`src/rtl/tally_pkg.sv`:
```
package tally_pkg;

  localparam int unsigned NUM_FIELDS = 13;
  localparam int unsigned REC_BYTES  = 64;
  localparam int unsigned REC_BITS   = REC_BYTES * 8;

  // Strobe index of each counter; also its slot in the record.
  typedef enum int unsigned {
    EV_TX_PKT    = 0,
    EV_RX_PKT    = 1,
    EV_TX_ERR    = 2,
    EV_RX_ERR    = 3,
    EV_RX_MISS   = 4,
    EV_ALIGN     = 5,
    EV_COL_ONE   = 6,
    EV_COL_MULTI = 7,
    EV_RX_UNI    = 8,
    EV_RX_BCAST  = 9,
    EV_RX_MCAST  = 10,
    EV_TX_ABORT  = 11,
    EV_TX_UNDER  = 12
  } ev_idx_e;

  typedef int unsigned field_arr_t [NUM_FIELDS];

  // Bit width of each record field, in record order.
  localparam field_arr_t FIELD_BITS = '{64, 64, 64, 32, 16, 16, 32, 32, 64, 64, 32, 16, 16};

  // Bit position of the least significant bit of field idx in the record.
  function automatic int unsigned field_lsb(int unsigned idx);
    int unsigned sum;
    sum = 0;
    for (int unsigned i = 0; i < NUM_FIELDS; i++) begin
      if (i < idx) sum += FIELD_BITS[i];
    end
    return sum;
  endfunction

endpackage

```
`src/rtl/tally_counter.sv`:
```
module tally_counter #(
  parameter int unsigned W   = 32,
  parameter int unsigned CAP = 64
) (
  input  logic         clk,
  input  logic         rst_n,
  input  logic         inc,
  output logic [W-1:0] value
);
  localparam int unsigned EFF = (CAP < W) ? CAP : W;

  logic [EFF-1:0] q;

  always_ff @(posedge clk or negedge rst_n) begin
    if (!rst_n) begin
      q <= '0;
    end else if (inc && (q != {EFF{1'b1}})) begin
      q <= q + 1'b1;
    end
  end

  assign value = W'(q);

  // Once at the ceiling, the count stays there.
  assert_sat_hold_R3: assert property (@(posedge clk) disable iff (!rst_n)
    (q == {EFF{1'b1}}) |=> (q == {EFF{1'b1}}));

  // Without a strobe the count does not move.
  assert_idle_stable_R2: assert property (@(posedge clk) disable iff (!rst_n)
    !inc |=> $stable(q));

  // A strobe moves the count by at most one.
  assert_single_step_R2: assert property (@(posedge clk) disable iff (!rst_n)
    inc |=> ((q == $past(q)) || (q == $past(q) + 1'b1)));

endmodule

```
`src/rtl/tally_streamer.sv`:
```
module tally_streamer #(
  parameter int unsigned ADDR_W     = 32,
  parameter int unsigned BEAT_BYTES = 4,
  parameter int unsigned REC_BITS   = 512
) (
  input  logic                    clk,
  input  logic                    rst_n,
  input  logic                    start,
  input  logic [ADDR_W-1:0]       start_addr,
  input  logic [REC_BITS-1:0]     record,
  output logic                    busy,
  output logic                    wr_valid,
  input  logic                    wr_ready,
  output logic [ADDR_W-1:0]       wr_addr,
  output logic [8*BEAT_BYTES-1:0] wr_data
);
  localparam int unsigned BW    = 8 * BEAT_BYTES;
  localparam int unsigned BEATS = REC_BITS / BW;
  localparam int unsigned IDX_W = (BEATS > 1) ? $clog2(BEATS) : 1;
  localparam logic [IDX_W-1:0] LAST = IDX_W'(BEATS - 1);

  logic [REC_BITS-1:0] shreg;
  logic [ADDR_W-1:0]   addr_q;
  logic [IDX_W-1:0]    idx_q;
  logic                busy_q;
  logic                xfer;

  assign xfer = busy_q && wr_ready;

  always_ff @(posedge clk or negedge rst_n) begin
    if (!rst_n) begin
      shreg  <= '0;
      addr_q <= '0;
      idx_q  <= '0;
      busy_q <= 1'b0;
    end else if (start && !busy_q) begin
      shreg  <= record;
      addr_q <= start_addr;
      idx_q  <= '0;
      busy_q <= 1'b1;
    end else if (xfer) begin
      shreg  <= shreg >> BW;
      addr_q <= addr_q + ADDR_W'(BEAT_BYTES);
      if (idx_q == LAST) begin
        busy_q <= 1'b0;
      end else begin
        idx_q <= idx_q + 1'b1;
      end
    end
  end

  assign busy     = busy_q;
  assign wr_valid = busy_q;
  assign wr_addr  = addr_q;
  assign wr_data  = shreg[BW-1:0];

  // A stalled beat holds address and data.
  assert_stall_hold_R7: assert property (@(posedge clk) disable iff (!rst_n)
    (wr_valid && !wr_ready) |=> (wr_valid && $stable(wr_data) && $stable(wr_addr)));

  // Consecutive beats of one dump are BEAT_BYTES apart.
  assert_addr_stride_R6: assert property (@(posedge clk) disable iff (!rst_n)
    (wr_valid && wr_ready && (idx_q != LAST)) |=> (wr_addr == $past(wr_addr) + ADDR_W'(BEAT_BYTES)));

  // Busy drops only right after a transfer.
  assert_release_R8: assert property (@(posedge clk) disable iff (!rst_n)
    $fell(busy_q) |-> $past(wr_valid && wr_ready));

endmodule

```
`src/rtl/tally_dump_engine.sv`:
```
module tally_dump_engine #(
  parameter int unsigned ADDR_W     = 32,
  parameter int unsigned BEAT_BYTES = 4,
  parameter int unsigned CAP_BITS   = 64
) (
  input  logic                              clk,
  input  logic                              rst_n,
  input  logic [tally_pkg::NUM_FIELDS-1:0]  ev_inc,
  input  logic                              rx_enable,
  input  logic                              cmd_wr,
  input  logic                              cmd_dump,
  input  logic [ADDR_W-1:0]                 cmd_addr,
  output logic                              dump_pending,
  output logic                              wr_valid,
  input  logic                              wr_ready,
  output logic [ADDR_W-1:0]                 wr_addr,
  output logic [8*BEAT_BYTES-1:0]           wr_data
);
  import tally_pkg::*;

  logic [REC_BITS-1:0] live_rec;
  logic                busy;
  logic                start;

  for (genvar g = 0; g < NUM_FIELDS; g++) begin : g_cnt
    localparam int unsigned FW  = FIELD_BITS[g];
    localparam int unsigned LSB = field_lsb(g);
    logic [FW-1:0] val;

    tally_counter #(.W(FW), .CAP(CAP_BITS)) u_cnt (
      .clk   (clk),
      .rst_n (rst_n),
      .inc   (ev_inc[g]),
      .value (val)
    );

    assign live_rec[LSB +: FW] = val;
  end

  // Requests with the receiver off never set the command bit.
  assign start = cmd_wr && cmd_dump && rx_enable && !busy;

  tally_streamer #(
    .ADDR_W     (ADDR_W),
    .BEAT_BYTES (BEAT_BYTES),
    .REC_BITS   (REC_BITS)
  ) u_stream (
    .clk        (clk),
    .rst_n      (rst_n),
    .start      (start),
    .start_addr (cmd_addr),
    .record     (live_rec),
    .busy       (busy),
    .wr_valid   (wr_valid),
    .wr_ready   (wr_ready),
    .wr_addr    (wr_addr),
    .wr_data    (wr_data)
  );

  assign dump_pending = busy;

  // A request with the receiver off leaves the command bit clear.
  assert_rx_off_drop_R9: assert property (@(posedge clk) disable iff (!rst_n)
    (cmd_wr && cmd_dump && !rx_enable && !dump_pending) |=> !dump_pending);

  // A qualified request sets the command bit.
  assert_accept_R5: assert property (@(posedge clk) disable iff (!rst_n)
    (cmd_wr && cmd_dump && rx_enable && !dump_pending) |=> dump_pending);

  // A host write during a dump cannot move the beat address.
  assert_busy_write_ignored_R11: assert property (@(posedge clk) disable iff (!rst_n)
    (dump_pending && cmd_wr && !wr_ready) |=> $stable(wr_addr));

endmodule

```
`config.mk`:
```
export PLATFORM = sky130hd
export DESIGN_NAME = tally_dump_engine
export DESIGN_NICKNAME = d
export VERILOG_FILES = /design/src/rtl/tally_pkg.sv /design/src/rtl/tally_counter.sv /design/src/rtl/tally_streamer.sv /design/src/rtl/tally_dump_engine.sv
export SDC_FILE = /design/constraint.sdc
export NUM_CORES = 2
export LEC_CHECK = 0
export ABC_AREA = 1
export BUFFER_PORTS_ARGS = -buffer_cell sky130_fd_sc_hd__buf_2
export CORE_UTILIZATION = 40
export CTS_BUF_LIST = sky130_fd_sc_hd__clkbuf_16
export DETAILED_ROUTE_END_ITERATION = 6
export GPL_ROUTABILITY_DRIVEN = 0
export SYNTH_ARGS = -nofsm -noshare
export SYNTH_HDL_FRONTEND = slang
export SYNTH_SLANG_ARGS = --single-unit
```
`constraint.sdc`:
```
create_clock -name clk -period 2.3 [get_ports clk]
set_input_delay 0.115 -clock clk [delete_from_list [all_inputs] [get_ports clk]]
set_output_delay 0.115 -clock clk [all_outputs]
set_load 0.05 [all_outputs]
```
After elaboration in Yosys (flattened, before gate mapping)
Index checks and enable logic that the tools add are counted.
{"block": "totals", "wordCells": 80, "regBits": 1061, "in_bits": 51}
{"block": "classes", "n_reduce_logical": 23, "n_mux": 10, "n_eq_ne": 15, "n_addsub": 15}
{"cell": "512-bit 2-to-1 mux", "count": 2}
{"cell": "64-bit by 1-bit adder with 64-bit output (second input constant)", "count": 5}
{"cell": "64-bit != test (second input constant)", "count": 5}
{"cell": "32-bit by 1-bit adder with 32-bit output (second input constant)", "count": 4}
{"cell": "32-bit != test (second input constant)", "count": 4}
{"cell": "16-bit by 1-bit adder with 16-bit output (second input constant)", "count": 4}
{"cell": "32-bit 2-to-1 mux", "count": 2}
{"cell": "16-bit != test (second input constant)", "count": 4}
{"cell": "32-bit by 3-bit adder with 32-bit output (second input constant)", "count": 1}
{"cell": "1-bit logical AND", "count": 18}
{"cell": "4-bit 2-to-1 mux", "count": 3}
{"cell": "4-bit by 1-bit adder with 4-bit output (second input constant)", "count": 1}
{"cell": "4-bit == test (second input constant)", "count": 1}
{"cell": "2-bit AND reduction", "count": 2}
{"cell": "2-bit nonzero test", "count": 2}
{"cell": "1-bit 2-to-1 mux", "count": 3}
{"cell": "2-bit by 1-bit != test with 1-bit output (second input constant)", "count": 1}
{"cell": "1-bit zero test", "count": 1}

Depth between registers and ports, before layout
{"block": "depth", "depth_word": 6, "depth_mapped": 15, "mapped_depth_nobuf": 12}

By module
From an unflattened synthesis, not the netlist that was laid out.
{"block": "hier_totals", "cells_unflattened": 8805, "hier_area_um2": 62462.4}
{"mod": "tally_streamer", "seq_area_each_um2": 13738.2, "cells_per_inst": 3153, "area_each_um2": 25743.4, "instances": 1}
{"mod": "tally_counter at g_cnt[0].u_cnt ...", "seq_area_each_um2": 1601.5, "cells_per_inst": 744, "area_each_um2": 4740.8, "instances": 5}
{"mod": "tally_counter at g_cnt[10].u_cnt ...", "seq_area_each_um2": 800.8, "cells_per_inst": 333, "area_each_um2": 2190.9, "instances": 4}
{"mod": "tally_counter at g_cnt[11].u_cnt ...", "seq_area_each_um2": 400.4, "cells_per_inst": 149, "area_each_um2": 1058.5, "instances": 4}
{"mod": "tally_dump_engine", "seq_area_each_um2": 0.0, "cells_per_inst": 4, "area_each_um2": 17.5, "instances": 1}

Worst setup path after synthesis
Ideal clock, no wire load.
{"block": "synth_timing", "path_type": "flip-flop to flip-flop", "from": "register u_stream.addr_q[3] (netlist: u_stream.wr_addr[3])", "to": "register u_stream.addr_q[28] (netlist: u_stream.wr_addr[28])", "stages_incl_launch_ff": 11, "path_slack_ns": 0.292, "synth_period_minus_slack_ns": 2.008, "required_ns": 2.182, "t_arrival_ns": 1.890, "path_buffers": 0, "path_cell_list": "dfrtp_1 -> ha_1 -> nand3_1 -> nor2_1 -> nand2_1 -> nor2_1 -> nand2_1 -> nand2_1 -> nand3_1 -> nand2_1 -> nand2_1"}
{"block": "synth_via", "elab_chain_cells": 3}
{"item": "start: declaration", "line_no": "tally_streamer.sv:23", "source": "logic [ADDR_W-1:0] addr_q;"}
{"item": "start signal: assignment", "line_no": "tally_streamer.sv:38", "source": "addr_q <= start_addr;"}
{"item": "start signal: assignment", "line_no": "tally_streamer.sv:43", "source": "addr_q <= addr_q + ADDR_W'(BEAT_BYTES);"}
{"item": "32-bit by 3-bit adder with 32-bit output", "line_no": "tally_streamer.sv:43"}
{"item": "32-bit 2-to-1 mux", "line_no": "tally_streamer.sv:41", "source": "end else if (xfer) begin"}
{"item": "32-bit 2-to-1 mux", "line_no": "tally_streamer.sv:36", "source": "end else if (start && !busy_q) begin"}
No other way between the ends. The select of a mux whose other input is x is not followed.
A chain may end at the register's enable or synchronous reset.

Final worst setup path
{"block": "layout_timing", "from": "register u_stream.busy_q (netlist: u_stream.busy)", "to": "register u_stream.shreg[254]"}
{"block": "layout_via", "elab_chain_cells": 4, "elab_cells_between_ends": 6}
{"item": "start: declaration", "line_no": "tally_streamer.sv:25", "source": "logic busy_q;"}
{"item": "start signal: assignment", "line_no": "tally_streamer.sv:35", "source": "busy_q <= 1'b0;"}
{"item": "start signal: assignment", "line_no": "tally_streamer.sv:40", "source": "busy_q <= 1'b1;"}
{"item": "start signal: assignment", "line_no": "tally_streamer.sv:45", "source": "busy_q <= 1'b0;"}
{"item": "1-bit zero test", "line_no": "tally_streamer.sv:36, tally_dump_engine.sv:41"}
{"item": "1-bit logical AND", "line_no": "tally_dump_engine.sv:41", "source": "assign start = cmd_wr && cmd_dump && rx_enable && !busy;"}
{"item": "1-bit logical AND", "line_no": "tally_streamer.sv:36"}
{"item": "512-bit 2-to-1 mux or 2-bit nonzero test (tied branches)"}
{"item": "end signal: assignment", "line_no": "tally_streamer.sv:37", "source": "shreg <= record;"}
{"item": "end signal: assignment", "line_no": "tally_streamer.sv:42", "source": "shreg <= shreg >> BW;"}
{"item": "end: declaration", "line_no": "tally_streamer.sv:22", "source": "logic [REC_BITS-1:0] shreg;"}
Several ways; a longest one is shown, not always the timed one.

==> metrics.txt <==
CP Launch Type=flip-flop; post-synth cell types=41; commonest non-fill, non-tap cell in the layout=nand2_1; DPL Wire Length=138500 µm; hold depth=4; Fin. Hold Viols=0; YS warnings=0; Total Wirelength=190100 µm; CTS buffer count=130; run status=finished with violations; vias after detailed routing=56177; Slew HR=48.79%; Worst Hold Class=input pin to flip-flop; Worst-path clk slew=60 ps; grt total ovfl=0; Syn Area/Cell=7.021 µm²; leakage power=31.00 nW; Die Height=388.8 µm; cell count of the worst reg-to-reg path=8; final setup fails=0; largest net degree at the start of global routing=121; Avg WL per Cell=17.63 µm; fill cell count=14846; Synth Register Bits=1061; initial antenna violation count=1; failing checks=design-rule violations; Clock Skew=28.53 ps; post-synthesis sequential area ratio=44.37%; Critical Path, Cell by Cell=inv_1 -> nand4_1 -> buf_12 -> buf_12 -> buf_4 -> o21ai_0 -> o21ai_0 -> o21ai_0; Sink Count=1061; Tcrit/Tclk final=94.10%; post-route cell area=0.06858 mm²; CP max stage cell=dfrtp_1; CTS tree=done; crit path time final=2164 ps; FMAX=0.4620 GHz; die area=0.1511 mm²; # port buffers=116; router iterations before antenna repair=7; FP Rows=141; Synth Net Count=8588; Power Dens Cells=927.3 mW/mm²; Worst Tran Pin Value=765.6 ps; clk_lat worst skew=790 ps; Worst setup EP type=flip-flop; Slew Limit Fails=0; Reg area=0.02655 mm²; starting density of the core=40.42%; layout cells sized above 1=7.718%; max incr delay on CP=420 ps; Placed Area=0.06395 mm²; peak supply drop=0.7756 mV; area grow syn2layout=14.62%; max-cap violations=0; Die X=388.8 µm; Final TNS setup=0 ps; Mapped Area=0.05983 mm²; DR iter-0 viols=4947; vias in the first global route=53128; CP Data Required Time=2940 ps; most frequent cells in the layout=nand2_1 (2713), o21ai_0 (1503), dfrtp_1 (1060); Residual DRC=8; Layout Nets=8821; via-per-instance ratio=5.212; core box area=0.1480 mm²; H-tree depth=4; Multi-input gate area=0.02793 mm²; Crit Path Class=flip-flop to flip-flop; Syn Inst Count=8522; RSZ-0062 raised after global routing=no; Worst Path Max Fanout=71; Root Driver=clkbuf_16; Post-CTS Setup Repair Bufs=0; Worst EP arrival=2810 ps; Most common cell on crit path=o21ai_0; boundary pin count=117; first-pass GRT wire length=299600 µm; Clock Tree Buf Depth=3; Global Route Usage Sum=24.93%; Final ANT Viol Nets=0; Inserted Diodes=0
## cell usage after synthesis
| master | count | area share, % |
|---|---|---|
| o21ai_0 | 1503 | 13 |
| ha_1 | 15 | 0.31 |
| a31oi_1 | 2 | 0.021 |
| a21boi_0 | 1 | 0.013 |
| nor2_1 | 936 | 5.9 |
| a21oi_1 | 75 | 0.63 |
| buf_6 | 21 | 0.40 |
| and2_1 | 1 | 0.010 |
| nor3b_1 | 2 | 0.025 |
| o21bai_1 | 4 | 0.050 |
| nand2_1 | 2715 | 17 |
| o211ai_1 | 21 | 0.26 |
| xnor2_1 | 121 | 1.8 |
| o22ai_1 | 26 | 0.27 |
| buf_1 | 9 | 0.056 |
| nor2_2 | 8 | 0.084 |
| dfrtp_1 | 1061 | 44 |
| buf_4 | 45 | 0.56 |
| nand2_4 | 3 | 0.056 |
| nand3_1 | 205 | 1.7 |
| nor3_1 | 73 | 0.61 |
| o21ai_1 | 54 | 0.45 |
| nor3_4 | 3 | 0.082 |
| inv_2 | 18 | 0.11 |
| clkinv_1 | 2 | 0.013 |
| buf_2 | 57 | 0.48 |
| buf_12 | 3 | 0.10 |
| nand3_2 | 2 | 0.033 |
| or2_2 | 1 | 0.010 |
| nor2b_1 | 1 | 0.010 |
| nand3b_1 | 37 | 0.46 |
| a211oi_1 | 5 | 0.063 |
| o21ai_2 | 2 | 0.029 |
| clkbuf_2 | 6 | 0.050 |
| xor2_1 | 158 | 2.3 |
| nor2_4 | 7 | 0.13 |
| inv_1 | 930 | 5.8 |
| nand2_2 | 37 | 0.39 |
| a311oi_1 | 1 | 0.015 |
| clkbuf_1 | 226 | 1.4 |
| nand4_1 | 125 | 1.3 |
## state kept, by name, indices dropped and copies added, names as in the netlist
name,flops
u_stream.shreg,512
g_cnt.u_cnt.value,512
u_stream.wr_addr,32
u_stream.idx_q,4
u_stream.busy,1
## worst paths after layout
check / startpoint / endpoint / slack, ps
min: cmd_addr[1] / u_stream.wr_addr[1] / 90
min in group asynchronous: rst_n / g_cnt[0].u_cnt.value[51] / 130
max in group asynchronous: rst_n / g_cnt[8].u_cnt.value[7] / 990
max: u_stream.busy / u_stream.shreg[254] / 140
min reg2reg: u_stream.shreg[20] / u_stream.shreg[20] / 470
max reg2reg: u_stream.busy / u_stream.shreg[254] / 140
## per-stage QoR
step                worst slack [ps]  hold slack, ps  util, %  cells  total power [mW]
floorplan                      291.9          -180.6        -   8522             37.36
global placement               89.24           41.28    43.20  10500             43.24
detailed placement             56.99           41.28    43.20  10500             43.72
CTS                            42.95           36.65    46.31  10778             64.13
global route                   7.613           87.53    46.33  10779             67.41
finish                         135.7           88.48    46.33  10779             63.59
## cell type report
class	count	area share (%)
multi-input cells	6144	40.73
repair buffers	468	5.889
flip-flops and latches	1061	38.72
clock inverters	93	1.091
well taps	1930	3.521
clock buffers	133	4.853
inverters	950	5.203
## report_power, final
| part | switching [mW] | internal [mW] |
|---|---|---|
| Sequential | 2.76 | 23.6 |
| Combinational | 12.1 | 5.15 |
| Clock | 8.41 | 11.6 |
| Total | 23.3 | 40.3 |
## what timing repair did
item,in CTS,in global routing
endpoints found under the hold margin,1448,0
hold buffers,52,0
setup endpoints to repair,0,5
resized for setup,0,2
## cells by family after synthesis
logic type | Yosys count | share of synthesized area [%]
flip-flops | 1061 | 44.37
buffers and inverters | 1317 | 9.021
XOR/XNOR | 279 | 4.084
AND/OR/NAND/NOR | 4156 | 27.83
adder cells (fa/ha/maj) | 15 | 0.3137
AO/OA/AOI/OAI | 1694 | 14.38
## routing by layer
layer / vias to the layer above / wire [µm] / GRT usage (%)
met5: - / 0 / 0
met4: 0 / 7649 / 10.13
met3: 358 / 10640 / 3.441
met2: 1721 / 88460 / 40.36
met1: 26673 / 83320 / 33.55
li1: 27425 / - / -
## critical path: cells and delay by family, from the launching register on
family                 cells  cell delay (ps)
AOI/OAI and AO/OA          3              460
buffers and inverters      4              920
DFF                        1              420
and+or+nand+nor            1              130
Note: power is estimated with default switching activity, not from simulation.
